### src/rtl/split_mul_pkg.sv
package split_mul_pkg;
  parameter int unsigned HALF_W_DEFAULT = 16;
  parameter int unsigned LATENCY        = 2;
endpackage

### src/rtl/half_mul.sv
module half_mul #(
  parameter int unsigned HALF_W = split_mul_pkg::HALF_W_DEFAULT
) (
  input  logic [HALF_W-1:0]   x_i,
  input  logic [HALF_W-1:0]   y_i,
  output logic [2*HALF_W-1:0] p_o
);
  localparam int unsigned PW = 2 * HALF_W;

  assign p_o = PW'(x_i) * PW'(y_i);
endmodule

### src/rtl/partial_stage.sv
module partial_stage #(
  parameter int unsigned HALF_W = split_mul_pkg::HALF_W_DEFAULT
) (
  input  logic                clk_i,
  input  logic                rst_ni,
  input  logic                valid_i,
  input  logic [2*HALF_W-1:0] a_i,
  input  logic [2*HALF_W-1:0] b_i,
  output logic                valid_o,
  output logic [2*HALF_W-1:0] pp_ll_o,
  output logic [2*HALF_W-1:0] pp_lh_o,
  output logic [2*HALF_W-1:0] pp_hl_o,
  output logic [2*HALF_W-1:0] pp_hh_o
);
  localparam int unsigned PW = 2 * HALF_W;

  // pp_c[i][j]: half i of a times half j of b (0 = low, 1 = high)
  logic [PW-1:0] pp_c [2][2];
  logic [PW-1:0] pp_q [2][2];

  for (genvar i = 0; i < 2; i++) begin : g_a
    for (genvar j = 0; j < 2; j++) begin : g_b
      half_mul #(.HALF_W(HALF_W)) i_half_mul (
        .x_i (a_i[i*HALF_W +: HALF_W]),
        .y_i (b_i[j*HALF_W +: HALF_W]),
        .p_o (pp_c[i][j])
      );

      always_ff @(posedge clk_i or negedge rst_ni) begin
        if (!rst_ni)      pp_q[i][j] <= '0;
        else if (valid_i) pp_q[i][j] <= pp_c[i][j];
      end
    end
  end

  always_ff @(posedge clk_i or negedge rst_ni) begin
    if (!rst_ni) valid_o <= 1'b0;
    else         valid_o <= valid_i;
  end

  assign pp_ll_o = pp_q[0][0];
  assign pp_lh_o = pp_q[0][1];
  assign pp_hl_o = pp_q[1][0];
  assign pp_hh_o = pp_q[1][1];
endmodule

### src/rtl/recombine_stage.sv
module recombine_stage #(
  parameter int unsigned HALF_W = split_mul_pkg::HALF_W_DEFAULT
) (
  input  logic                clk_i,
  input  logic                rst_ni,
  input  logic                valid_i,
  input  logic [2*HALF_W-1:0] pp_ll_i,
  input  logic [2*HALF_W-1:0] pp_lh_i,
  input  logic [2*HALF_W-1:0] pp_hl_i,
  input  logic [2*HALF_W-1:0] pp_hh_i,
  output logic                valid_o,
  output logic [4*HALF_W-1:0] prod_o
);
  localparam int unsigned PW = 2 * HALF_W;
  localparam int unsigned OW = 4 * HALF_W;

  logic [PW:0]   cross_sum;  // one extra bit keeps the carry
  logic [OW-1:0] sum;

  assign cross_sum = {1'b0, pp_lh_i} + {1'b0, pp_hl_i};
  // hh and ll do not overlap, so they are simply concatenated
  assign sum = {pp_hh_i, pp_ll_i} + (OW'(cross_sum) << HALF_W);

  always_ff @(posedge clk_i or negedge rst_ni) begin
    if (!rst_ni) begin
      valid_o <= 1'b0;
      prod_o  <= '0;
    end else begin
      valid_o <= valid_i;
      if (valid_i) prod_o <= sum;
    end
  end
endmodule

### src/rtl/split_mul.sv
module split_mul #(
  parameter int unsigned HALF_W = split_mul_pkg::HALF_W_DEFAULT
) (
  input  logic                clk_i,
  input  logic                rst_ni,
  input  logic                valid_i,
  input  logic [2*HALF_W-1:0] a_i,
  input  logic [2*HALF_W-1:0] b_i,
  output logic                valid_o,
  output logic [4*HALF_W-1:0] prod_o
);
  localparam int unsigned PW = 2 * HALF_W;

  logic          v_mid;
  logic [PW-1:0] pp_ll, pp_lh, pp_hl, pp_hh;

  partial_stage #(.HALF_W(HALF_W)) i_partial_stage (
    .clk_i   (clk_i),
    .rst_ni  (rst_ni),
    .valid_i (valid_i),
    .a_i     (a_i),
    .b_i     (b_i),
    .valid_o (v_mid),
    .pp_ll_o (pp_ll),
    .pp_lh_o (pp_lh),
    .pp_hl_o (pp_hl),
    .pp_hh_o (pp_hh)
  );

  recombine_stage #(.HALF_W(HALF_W)) i_recombine_stage (
    .clk_i   (clk_i),
    .rst_ni  (rst_ni),
    .valid_i (v_mid),
    .pp_ll_i (pp_ll),
    .pp_lh_i (pp_lh),
    .pp_hl_i (pp_hl),
    .pp_hh_i (pp_hh),
    .valid_o (valid_o),
    .prod_o  (prod_o)
  );
endmodule

### config.mk
export PLATFORM = sky130hd
export DESIGN_NAME = split_mul
export DESIGN_NICKNAME = d
export VERILOG_FILES = /design/src/rtl/split_mul_pkg.sv /design/src/rtl/half_mul.sv /design/src/rtl/partial_stage.sv /design/src/rtl/recombine_stage.sv /design/src/rtl/split_mul.sv
export SDC_FILE = /design/constraint.sdc
export NUM_CORES = 2
export LEC_CHECK = 0
export ABC_AREA = 0
export BUFFER_PORTS_ARGS = -buffer_cell sky130_fd_sc_hd__buf_2
export CORE_UTILIZATION = 44
export CTS_CLUSTER_DIAMETER = 80
export DETAILED_ROUTE_END_ITERATION = 12
export PLACE_DENSITY = 0.58
export SETUP_SLACK_MARGIN = 0.5
export SLEW_MARGIN = 0
export SYNTH_ARGS = -nofsm -noshare
export SYNTH_HDL_FRONTEND = slang
export SYNTH_SLANG_ARGS = --single-unit
### constraint.sdc
create_clock -name clk_i -period 13 [get_ports clk_i]
set_clock_uncertainty 0.05 [all_clocks]
set_input_delay 1.3 -clock clk_i [delete_from_list [all_inputs] [get_ports clk_i]]
set_output_delay 1.3 -clock clk_i [all_outputs]
set_load 0.05 [all_outputs]
==> results.sh <==
export IMPL_synthCells=4908
export IMPL_cp_required_ns=13.38
export IMPL_critPathCaptureType="register"
export IMPL_fin_crit_sh=0.5973
export IMPL_num_antenna_cells=0
export IMPL_num_rows=116
export IMPL_grtUsageMet2=0.4523
export IMPL_synth_flop_cell="dfrtp_1"
export IMPL_grt_pass1_vias=35560
export IMPL_worst_pin_slew_ns=1.024
export IMPL_finalMaxSlewViolations=0
export IMPL_max_freq_ghz=0.1288
export IMPL_die_w_um=320.2
export IMPL_cts_root_buf="clkbuf_16"
export IMPL_yosysWarnings=0
export IMPL_rr_worst_depth=21
export IMPL_use_met1=0.3308
export IMPL_hold_viol=0
export IMPL_startpoint="b_i[17]"
export IMPL_dpl_worst_slack_ns=4.781
export IMPL_setup_viol=0
export IMPL_grt_busiest_layer="met2"
export IMPL_fin_setup_tns_ns=0
export IMPL_synth_edff_count=0
export IMPL_die_area_um2=102500
export IMPL_place_congestion=0.8823
export IMPL_post_synth_num_cell_types=77
export IMPL_wire_per_inst_um=20.21
export IMPL_start_kind="input pin"
export IMPL_mostFrequentLayoutCells="948 x inv_1, 778 x fa_1, 616 x nand2_1, 490 x and2_1, 481 x ha_1"
export IMPL_r2r_start="i_partial_stage.pp_hl_o[0]"
export IMPL_antenna_found_initial=5
export IMPL_setup_slack_ns=5.235
export IMPL_reg2reg_to="i_recombine_stage.prod_o[58]"
export IMPL_cts_setup_buffers=0
export IMPL_core_area_um2=100100
export IMPL_hold_path_class="reg -> reg"
export IMPL_grt_max_degree=86
export IMPL_cts_inserted_buffers=17
export IMPL_dp_hpwl_um=96070
export IMPL_routed_wl_um=124400
export IMPL_fill_cells=9737
export IMPL_dr_pass1_iters=5
export IMPL_use_met3=0.02399
export IMPL_insertion_delay_ns=0.50
export IMPL_relSlewSlack=0.3176
export IMPL_clk_path_buf_depth=2
export IMPL_synthSimpleGateAreaFrac=0.1551
export IMPL_rsz0062_at_grt="false"
export IMPL_grt_total_usage=0.2553
export IMPL_layoutNonFillerInstCount=6158
export IMPL_first_iter_violations=1926
export IMPL_area_growth_pct=4.936
export IMPL_clkTransAtPathRegs_ns=0.08
export IMPL_worstPathMaxFanout=32
export IMPL_area_sequential_um2=4858
export IMPL_synth_seq_cells=194
export IMPL_final_common_cell="inv_1"
export IMPL_vias_per_cell=5.376
export IMPL_synth_nets=6234
export IMPL_cts_sinks=194
export IMPL_drc=0
export IMPL_grt_pass1_wl_um=202900
export IMPL_maxCapViolations=0
export IMPL_dp_cells=6126
export IMPL_dieHeight_um=320.2
export IMPL_ctsResizeCount=0
export IMPL_synth_area_mux_share=0.03579
export IMPL_initial_core_util=0.4448
export IMPL_synth_cell_area_um2=44540
export IMPL_io_pins=132
export IMPL_synth_top_family_by_area="adder cells"
export IMPL_cts_tree="built"
export IMPL_ant_nets=0
export IMPL_r2r_slack_ns=7.29
export IMPL_fin_nets=6173
export IMPL_synth_xor_area_frac=0.03186
export IMPL_vias=33110
export IMPL_min_period_ns=7.765
export IMPL_postCtsHoldBufs=0
export IMPL_synth_compound_area_frac=0.08318
export IMPL_ys_seq_area_frac=0.1090
export IMPL_syn_avg_cell_area_um2=9.075
export IMPL_port_buffers=131
export IMPL_overflow=0
export IMPL_worst_endpoint_arrival_ns=8.15
export IMPL_yosys_area_share_adder=0.4848
export IMPL_multi_input_area_um2=35220
export IMPL_drive_gt1_frac=0.07346
export IMPL_crit_type="in -> reg"
export IMPL_outcome="finished, final reports clean"
export IMPL_cts_htree_levels=4
export IMPL_worstSetupEndpoint="i_partial_stage.pp_hh_o[27]"
export IMPL_synthArstFlopShare=1.000
-- critical path, cell delays in order --
cell,delay [ns]
buf_2,0.64
nand2_1,0.18
fa_1,0.54
fa_1,0.58
fa_1,0.46
fa_1,0.55
inv_1,0.05
fa_1,0.48
inv_1,0.05
fa_1,0.52
inv_1,0.06
ha_1,0.36
and3_1,0.22
nand3_1,0.10
o2111ai_1,0.33
a32oi_1,0.23
o21ai_1,0.45
a21boi_0,0.39
or4b_1,0.57
nand4_1,0.10
-- sequential cells by signal, summed over array words and instances, names as in the netlist --
| signal | count |
|---|---|
| i_partial_stage.pp_hl_o | 32 |
| i_partial_stage.pp_ll_o | 32 |
| i_recombine_stage.prod_o | 64 |
| i_partial_stage.pp_lh_o | 32 |
| i_partial_stage.pp_hh_o | 32 |
| i_recombine_stage.valid_o | 1 |
| i_partial_stage.valid_o | 1 |
-- metrics by stage --
step / cell area (um^2) / hold slack (ns) / utilization
4_1_cts: 46740 / 0.4340 / 0.4667
2_1_floorplan: 44540 / 0.3388 / -
3_5_place_dp: 46160 / 0.4167 / 0.4609
5_1_grt: 46740 / 0.4550 / 0.4667
3_3_place_gp: 46160 / 0.4106 / 0.4609
6_report: 46740 / 0.4357 / 0.4667
-- kinds of logic after synthesis --
family	after synthesis
adder cells (fa/ha/maj)	1259
AO/OA/AOI/OAI	563
XOR/XNOR	162
AND/OR/NAND/NOR	1399
buffers and inverters	1189
multiplexers	142
flip-flops	194
-- cell usage after synthesis, drive strengths merged (6+ instances only) --
master,count,area (um^2)
and3,23,143.9
fa,778,15570
mux2,138,1554
nand3b,7,52.55
nor2b,22,137.6
ha,481,6018
o31ai,13,97.59
nand2,616,2312
a41oi,11,96.34
a21oi,170,854.6
a31o,9,78.83
nor3,34,170.2
nor2,99,371.6
a31oi,19,125.1
clkbuf,235,882.1
o21a,21,157.7
xnor2,119,1042
dfrtp,194,4855
xor2,43,376.6
buf,6,26.28
nand3,35,175.2
a21o,92,690.7
nand4,24,150.1
inv,948,3558
o21ai,97,496.7
o21bai,21,157.7
a21boi,6,45.05
nand2b,17,106.4
or3,12,75.07
o211ai,12,95.09
a211oi,28,220.2
and2,490,3065
a211o,11,96.34
-- final cells by class --
cell class,instances,area share
Inverter,948,0.07613
Clock buffer,18,0.009396
Sequential cell,194,0.1039
Clock inverter,14,0.003079
Multi-Input combinational cell,3525,0.7535
Tap cell,1298,0.03475
Timing Repair Buffer,161,0.01917
-- layer usage --
layer	vias up	wire, um
met5	-	12
met4	2	3283
met3	144	4805
met2	681	62320
met1	17170	54010
li1	15110	-
-- worst min-delay path by stage --
stage                     depth (start not counted)                          end                   startpoint
after global routing                              1  i_partial_stage.pp_ll_o[12]  i_partial_stage.pp_ll_o[12]
after detailed placement                          1  i_partial_stage.pp_ll_o[12]  i_partial_stage.pp_ll_o[12]
after CTS                                         1  i_partial_stage.pp_ll_o[12]  i_partial_stage.pp_ll_o[12]
after floorplan                                   0    i_recombine_stage.valid_o      i_partial_stage.valid_o
final                                             1  i_partial_stage.pp_ll_o[12]  i_partial_stage.pp_ll_o[12]
after global placement                            1  i_partial_stage.pp_ll_o[12]  i_partial_stage.pp_ll_o[12]
Power is left out: the tool's default activity adds up to more than one toggle a clock period on the data nets, which glitch-free logic cannot reach.
